[config.mk]
export PLATFORM = sky130hd
export DESIGN_NAME = pwr_state_monitor
export DESIGN_NICKNAME = d
export VERILOG_FILES = /design/src/rtl/pwr_mon_pkg.sv /design/src/rtl/pm_sync.sv /design/src/rtl/pm_edge_tracker.sv /design/src/rtl/pm_state_decode.sv /design/src/rtl/pm_activity.sv /design/src/rtl/pwr_state_monitor.sv
export SDC_FILE = /design/constraint.sdc
export NUM_CORES = 1
export LEC_CHECK = 0
export ABC_AREA = 1
export BUFFER_PORTS_ARGS = -buffer_cell sky130_fd_sc_hd__clkbuf_2
export CORE_MARGIN = 2
export CORE_UTILIZATION = 53
export DETAILED_ROUTE_END_ITERATION = 10
export GPL_TIMING_DRIVEN = 0
export PLACE_DENSITY = 0.76
export SETUP_SLACK_MARGIN = 0.1
export SYNTH_ARGS = -nofsm -noshare
export SYNTH_HDL_FRONTEND = slang
export SYNTH_SLANG_ARGS = --single-unit
export TNS_END_PERCENT = 100
[constraint.sdc]
create_clock -name clk -period 2 [get_ports clk]
set_input_delay 0.1 -clock clk [delete_from_list [all_inputs] [get_ports clk]]
set_output_delay 0.1 -clock clk [all_outputs]
set_load 0.01 [all_outputs]
[src/rtl/pwr_mon_pkg.sv]
package pwr_mon_pkg;

  typedef enum logic [1:0] {
    ST_NORMAL = 2'd0,
    ST_HSUSP  = 2'd1,
    ST_LIDCL  = 2'd2,
    ST_CRIT   = 2'd3
  } sys_state_e;

  typedef enum logic [1:0] {
    MODE_STOP = 2'd0,
    MODE_WAIT = 2'd1,
    MODE_RUN  = 2'd2
  } act_mode_e;

  // Priority: power-good, then lid, then host-suspend
  function automatic sys_state_e decode_state(input logic pg, input logic lid_n, input logic hs_n);
    if (!pg)         return ST_CRIT;
    else if (!lid_n) return ST_LIDCL;
    else if (!hs_n)  return ST_HSUSP;
    else             return ST_NORMAL;
  endfunction

endpackage

[src/rtl/pm_sync.sv]
module pm_sync #(
  parameter int W = 4,
  parameter logic [W-1:0] RST_VAL = '1
) (
  input  logic         clk,
  input  logic         rst_n,
  input  logic [W-1:0] async_i,
  output logic [W-1:0] sync_o
);
  for (genvar i = 0; i < W; i++) begin : g_bit
    logic st1_q, st2_q;
    always_ff @(posedge clk or negedge rst_n) begin
      if (!rst_n) begin
        st1_q <= RST_VAL[i];
        st2_q <= RST_VAL[i];
      end else begin
        st1_q <= async_i[i];
        st2_q <= st1_q;
      end
    end
    assign sync_o[i] = st2_q;
  end
endmodule

[src/rtl/pm_edge_tracker.sv]
module pm_edge_tracker #(
  parameter int W = 4,
  parameter logic [W-1:0] RST_VAL = '1
) (
  input  logic         clk,
  input  logic         rst_n,
  input  logic [W-1:0] lines_i,
  input  logic         chg_i,
  input  logic         ack_i,
  output logic [W-1:0] edge_mask_o,
  output logic         pending_o
);
  logic [W-1:0] prev_q, mask_q, edges_w;
  logic         pend_q;

  assign edges_w = lines_i ^ prev_q;

  always_ff @(posedge clk or negedge rst_n) begin
    if (!rst_n) begin
      prev_q <= RST_VAL;
      mask_q <= '0;
      pend_q <= 1'b0;
    end else begin
      prev_q <= lines_i;
      mask_q <= (ack_i ? '0 : mask_q) | edges_w;
      if ((|edges_w) || chg_i) pend_q <= 1'b1;
      else if (ack_i)          pend_q <= 1'b0;
    end
  end

  assign edge_mask_o = mask_q;
  assign pending_o   = pend_q;


  mask_sticky_chk: assert property (@(posedge clk) disable iff (!rst_n)
    !ack_i |=> ((mask_q & $past(mask_q)) == $past(mask_q)));


  edge_pend_chk: assert property (@(posedge clk) disable iff (!rst_n)
    (|edges_w) |=> (pend_q && (mask_q != '0)));

endmodule

[src/rtl/pm_state_decode.sv]
module pm_state_decode
  import pwr_mon_pkg::*;
(
  input  logic       clk,
  input  logic       rst_n,
  input  logic       pg_i,
  input  logic       lid_n_i,
  input  logic       hs_n_i,
  output sys_state_e state_o,
  output logic       chg_o,
  output logic       alert_stb_o,
  output sys_state_e alert_old_o,
  output sys_state_e alert_new_o
);
  sys_state_e state_d, state_q, old_q, new_q;
  logic       stb_q;

  assign state_d = decode_state(pg_i, lid_n_i, hs_n_i);
  assign chg_o   = (state_d != state_q);

  always_ff @(posedge clk or negedge rst_n) begin
    if (!rst_n) begin
      state_q <= ST_NORMAL;
      old_q   <= ST_NORMAL;
      new_q   <= ST_NORMAL;
      stb_q   <= 1'b0;
    end else begin
      state_q <= state_d;
      stb_q   <= chg_o;
      if (chg_o) begin
        old_q <= state_q;
        new_q <= state_d;
      end
    end
  end

  assign state_o     = state_q;
  assign alert_stb_o = stb_q;
  assign alert_old_o = old_q;
  assign alert_new_o = new_q;


  crit_chk: assert property (@(posedge clk) disable iff (!rst_n)
    !$past(pg_i) |-> (state_q == ST_CRIT));


  chg_alert_chk: assert property (@(posedge clk) disable iff (!rst_n)
    (state_q != $past(state_q)) |-> stb_q);


  alert_old_chk: assert property (@(posedge clk) disable iff (!rst_n)
    stb_q |-> (old_q == $past(state_q)));

endmodule

[src/rtl/pm_activity.sv]
module pm_activity
  import pwr_mon_pkg::*;
#(
  parameter int NTMR = 2
) (
  input  logic            clk,
  input  logic            rst_n,
  input  logic            pending_i,
  input  logic            hold_i,
  input  logic [NTMR-1:0] timer_en_i,
  input  logic            host_busy_i,
  output act_mode_e       mode_o
);
  act_mode_e mode_d, mode_q;
  logic run_dem, wait_dem;

  assign run_dem  = pending_i | hold_i | host_busy_i;
  assign wait_dem = |timer_en_i;

  always_comb begin
    if (run_dem)       mode_d = MODE_RUN;
    else if (wait_dem) mode_d = MODE_WAIT;
    else               mode_d = MODE_STOP;
  end

  always_ff @(posedge clk or negedge rst_n) begin
    if (!rst_n) mode_q <= MODE_STOP;
    else        mode_q <= mode_d;
  end

  assign mode_o = mode_q;


  busy_run_chk: assert property (@(posedge clk) disable iff (!rst_n)
    $past(host_busy_i || pending_i) |-> (mode_q == MODE_RUN));


  timer_wait_chk: assert property (@(posedge clk) disable iff (!rst_n)
    $past((|timer_en_i) && !pending_i && !hold_i && !host_busy_i) |-> (mode_q == MODE_WAIT));


  idle_stop_chk: assert property (@(posedge clk) disable iff (!rst_n)
    $past(!(|timer_en_i) && !pending_i && !hold_i && !host_busy_i) |-> (mode_q == MODE_STOP));

endmodule

[src/rtl/pwr_state_monitor.sv]
module pwr_state_monitor
  import pwr_mon_pkg::*;
#(
  parameter int NSW  = 2,
  parameter int NTMR = 2
) (
  input  logic              clk,
  input  logic              rst_n,
  input  logic              pwr_ok_i,
  input  logic              lid_n_i,
  input  logic              hsusp_n_i,
  input  logic [NSW-1:0]    sw_n_i,
  input  logic [NTMR-1:0]   timer_en_i,
  input  logic              host_busy_i,
  input  logic              ack_i,
  output logic [1:0]        state_o,
  output logic              alert_stb_o,
  output logic [1:0]        alert_old_o,
  output logic [1:0]        alert_new_o,
  output logic [NSW+1:0]    edge_mask_o,
  output logic [1:0]        act_mode_o
);
  localparam int NLINE = NSW + 2;
  localparam int NSYNC = NSW + 3;

  logic [NSYNC-1:0] sync_w;
  logic             pg_s, lid_s, hs_s;
  logic [NSW-1:0]   sw_s;
  logic             chg_w, pend_w, hold_w;
  sys_state_e       st_w, old_w, new_w;
  act_mode_e        mode_w;

  pm_sync #(.W(NSYNC), .RST_VAL({NSYNC{1'b1}})) u_sync (
    .clk(clk), .rst_n(rst_n),
    .async_i({sw_n_i, hsusp_n_i, lid_n_i, pwr_ok_i}),
    .sync_o(sync_w)
  );

  assign pg_s   = sync_w[0];
  assign lid_s  = sync_w[1];
  assign hs_s   = sync_w[2];
  assign sw_s   = sync_w[NSYNC-1:3];
  assign hold_w = ~(&sw_s);

  pm_state_decode u_dec (
    .clk(clk), .rst_n(rst_n),
    .pg_i(pg_s), .lid_n_i(lid_s), .hs_n_i(hs_s),
    .state_o(st_w), .chg_o(chg_w),
    .alert_stb_o(alert_stb_o), .alert_old_o(old_w), .alert_new_o(new_w)
  );

  pm_edge_tracker #(.W(NLINE), .RST_VAL({NLINE{1'b1}})) u_edge (
    .clk(clk), .rst_n(rst_n),
    .lines_i({sw_s, lid_s, pg_s}),
    .chg_i(chg_w), .ack_i(ack_i),
    .edge_mask_o(edge_mask_o), .pending_o(pend_w)
  );

  pm_activity #(.NTMR(NTMR)) u_act (
    .clk(clk), .rst_n(rst_n),
    .pending_i(pend_w), .hold_i(hold_w),
    .timer_en_i(timer_en_i), .host_busy_i(host_busy_i),
    .mode_o(mode_w)
  );

  assign state_o     = st_w;
  assign alert_old_o = old_w;
  assign alert_new_o = new_w;
  assign act_mode_o  = mode_w;

endmodule

==> impl_metrics.ini <==
[logic_synthesis]
ys_seq_area_share_pct = 74.35
synth_area_um2 = 965.9
netlist-cell-type-count = 9
synth_cells = 82
ys_ff_latch = 28
synth_top_area_share_pct = 38.08
synth_warnings = 0
syn_avg_cell_area_um2 = 11.78
synth_area_leaders = dfstp_2 (38%), dfrtp_1 (36%), nand2_1 (11%)
synth_top_cell_by_area = dfstp_2
syn_nets = 93

[final_layout]
multiInputGateArea_um2 = 221.5
instances_no_fill = 141
area_growth_syn_to_layout_pct = 25.13
layout_common_cells = nand2_1 (28), clkbuf_2 (23), dfrtp_1 (14), dfstp_2 (14), nand3_1 (9)
n_fill_cell = 146
fin_nets = 128
drive_above_1_share_pct = 37.07
final-seq-area_um2 = 718.2
final_common_cell = nand2_1
utilization_pct = 70.00
final_area_um2 = 1209
diodes = 0

[job]
max-cap-violations = 0

[pwr]
comb_power_share_pct = 12.4
p_sw_w = 0.0002354
powerDensity_nw_per_um2 = 814.2
irDropWorstVdd_mv = 0.5818
clkPwrFrac_pct = 22.5
p_int_w = 0.0007487
switching_share_pct = 23.92
leakage_nw = 0.6029
seqPwrFrac_pct = 65.0

[routing]
antenna_left = 0
drt_pass1_iterations = 4
wl_per_cell_um = 10.06
drc = 0
num_vias = 622
drt_iter0_markers = 15
wirelength_um = 1419
routed_via_density = 4.411

[sta]
setup_ws_ns = 0.7555
hold_violations = 0
fmax_mhz = 803.5
finalMaxSlewViolations = 0
rsz0062_at_grt = false
fin_setup_tns_ns = 0
worst_slew_pin_slew_ns = 0.6342
setup_viol = 0
relSlewSlack_pct = 57.72
fin_skew_ns = 0.007007
min_period_ns = 1.245
fin_crit_sh_pct = 62.23

[placement]
pre_cts_slack_ns = 0.7909
port_buffers = 23
place_area_um2 = 1112
dp_hpwl_um = 1001
finalWeightedCongestion = 0.7342
dp.cells = 130

[cts]
numCtsBuffers = 3
tritoncts = yes
clock-root-buffer = clkbuf_4
post_cts_buffers = 0
clk_path_buf_depth = 2
cts_resized = 0
hold_buffers = 7
clk_pin_slew_worst_paths_ns = 0.14
worst_skew_pair.late_latency_ns = 0.31
cts_sinks = 28
htreeDepth = 1

[die]
die_h_um = 46.69
rows = 15
core-area_um2 = 1727
design.portCount = 24
dieArea_um2 = 2180
die_w_um = 46.69
start_util_pct = 55.94

[min_path]
hp-start = timer_en_i[0]
hold_class = in -> reg

[worst_setup_path]
critPathRequiredTime_ns = 2.25
start_kind = register
crit_path_end_kind = register
critPathMaxFanout = 6
path_class = reg -> reg
reg2reg_from = u_sync.g_bit[1].st2_q$_DFF_PN1_
crit_arrival_ns = 1.50
startpoint = u_sync.g_bit[1].st2_q$_DFF_PN1_

[global_routing]
antenna_found_initial = 0
overflow = 0
grt_start_max_net_pins = 29
grt_usage_pct = 16.04
first_global_vias = 605
grt_pass1_wl_um = 2332

[run_status]
status = finished clean
metrics by stage:
stage | power (W) | hold WS (ns)
3_3_place_gp | 0.0007591 | 0.1484
4_1_cts | 0.0009992 | 0.02152
2_1_floorplan | 0.0007082 | -0.1956
3_5_place_dp | 0.0007647 | 0.1542
6_report | 0.0009841 | 0.02646
5_1_grt | 0.001041 | 0.05129
final cells by class:
cell class                      count  area share, %
Tap cell                           25          2.588
Clock buffer                        4          2.174
Inverter                            7          2.174
Multi-Input combinational cell     47          18.32
Timing Repair Buffer               30          15.32
Sequential cell                    28          59.42
cells by family (layout without fill, tap and decap cells):
kind of cell / after synthesis / in the layout / share of synthesized area, %
XOR/XNOR: 3 / 3 / 2.721
buffers and inverters: 7 / 41 / 2.721
AND/OR/NAND/NOR: 44 / 44 / 20.21
flip-flops: 28 / 28 / 74.35
sequential cells by signal (all words and copies together), names as in the netlist, 2 cells and up:
name,count
u_act.mode_o,2
u_dec.alert_new_o,2
u_dec.alert_old_o,2
u_dec.state_o,2
u_edge.edge_mask_o,4
u_edge.prev_q,4
u_sync.g_bit.st1_q,5
u_sync.g_bit.st2_q,5
power groups by stage:
stage / sequential (W) / combinational (W) / clock [W]
after floorplan: 0.000660 / 0.0000486 / 0
after global placement: 0.000648 / 0.000112 / 0
after detailed placement: 0.000651 / 0.000114 / 0
after CTS: 0.000641 / 0.000125 / 0.000233
after global routing: 0.000646 / 0.000142 / 0.000252
final: 0.000640 / 0.000122 / 0.000222
path summary, 6_finish.rpt:
check	slack, ns	cells after the start	end
min	0.03	3	u_act.mode_o[0]$_DFF_PN0_
max in group asynchronous	1.26	2	u_act.mode_o[1]$_DFF_PN0_
min reg2reg	0.36	0	u_sync.g_bit[1].st2_q$_DFF_PN1_
max	0.76	6	u_dec.alert_old_o[1]$_DFFE_PN0P_
min in group asynchronous	0.32	2	u_edge.edge_mask_o[0]$_DFF_PN0_
max reg2reg	0.76	6	u_dec.alert_old_o[1]$_DFFE_PN0P_
critical path: stages, from the launching register on:
cell,delay (ns)
dfstp_2,0.61
nand2_1,0.10
nand2_1,0.13
nand2_1,0.06
nand2_1,0.12
nand3_1,0.09
nand2_1,0.08
layer usage:
| metal | global-route usage [%] | share of wire, % |
|---|---|---|
| met4 | 8.333 | 0.99 |
| met5 | 0 | 0 |
| met3 | 2.353 | 3.5 |
| met2 | 27.22 | 52 |
| met1 | 19.69 | 44 |
synth_stat cells:
library cell  instances
nand2_1              28
dfrtp_1              14
dfstp_2              14
nand3_1               9
inv_1                 7
nor2_1                4
xnor2_1               3
nand2_2               2
nand3_4               1
(Power assumes the default switching activity.)
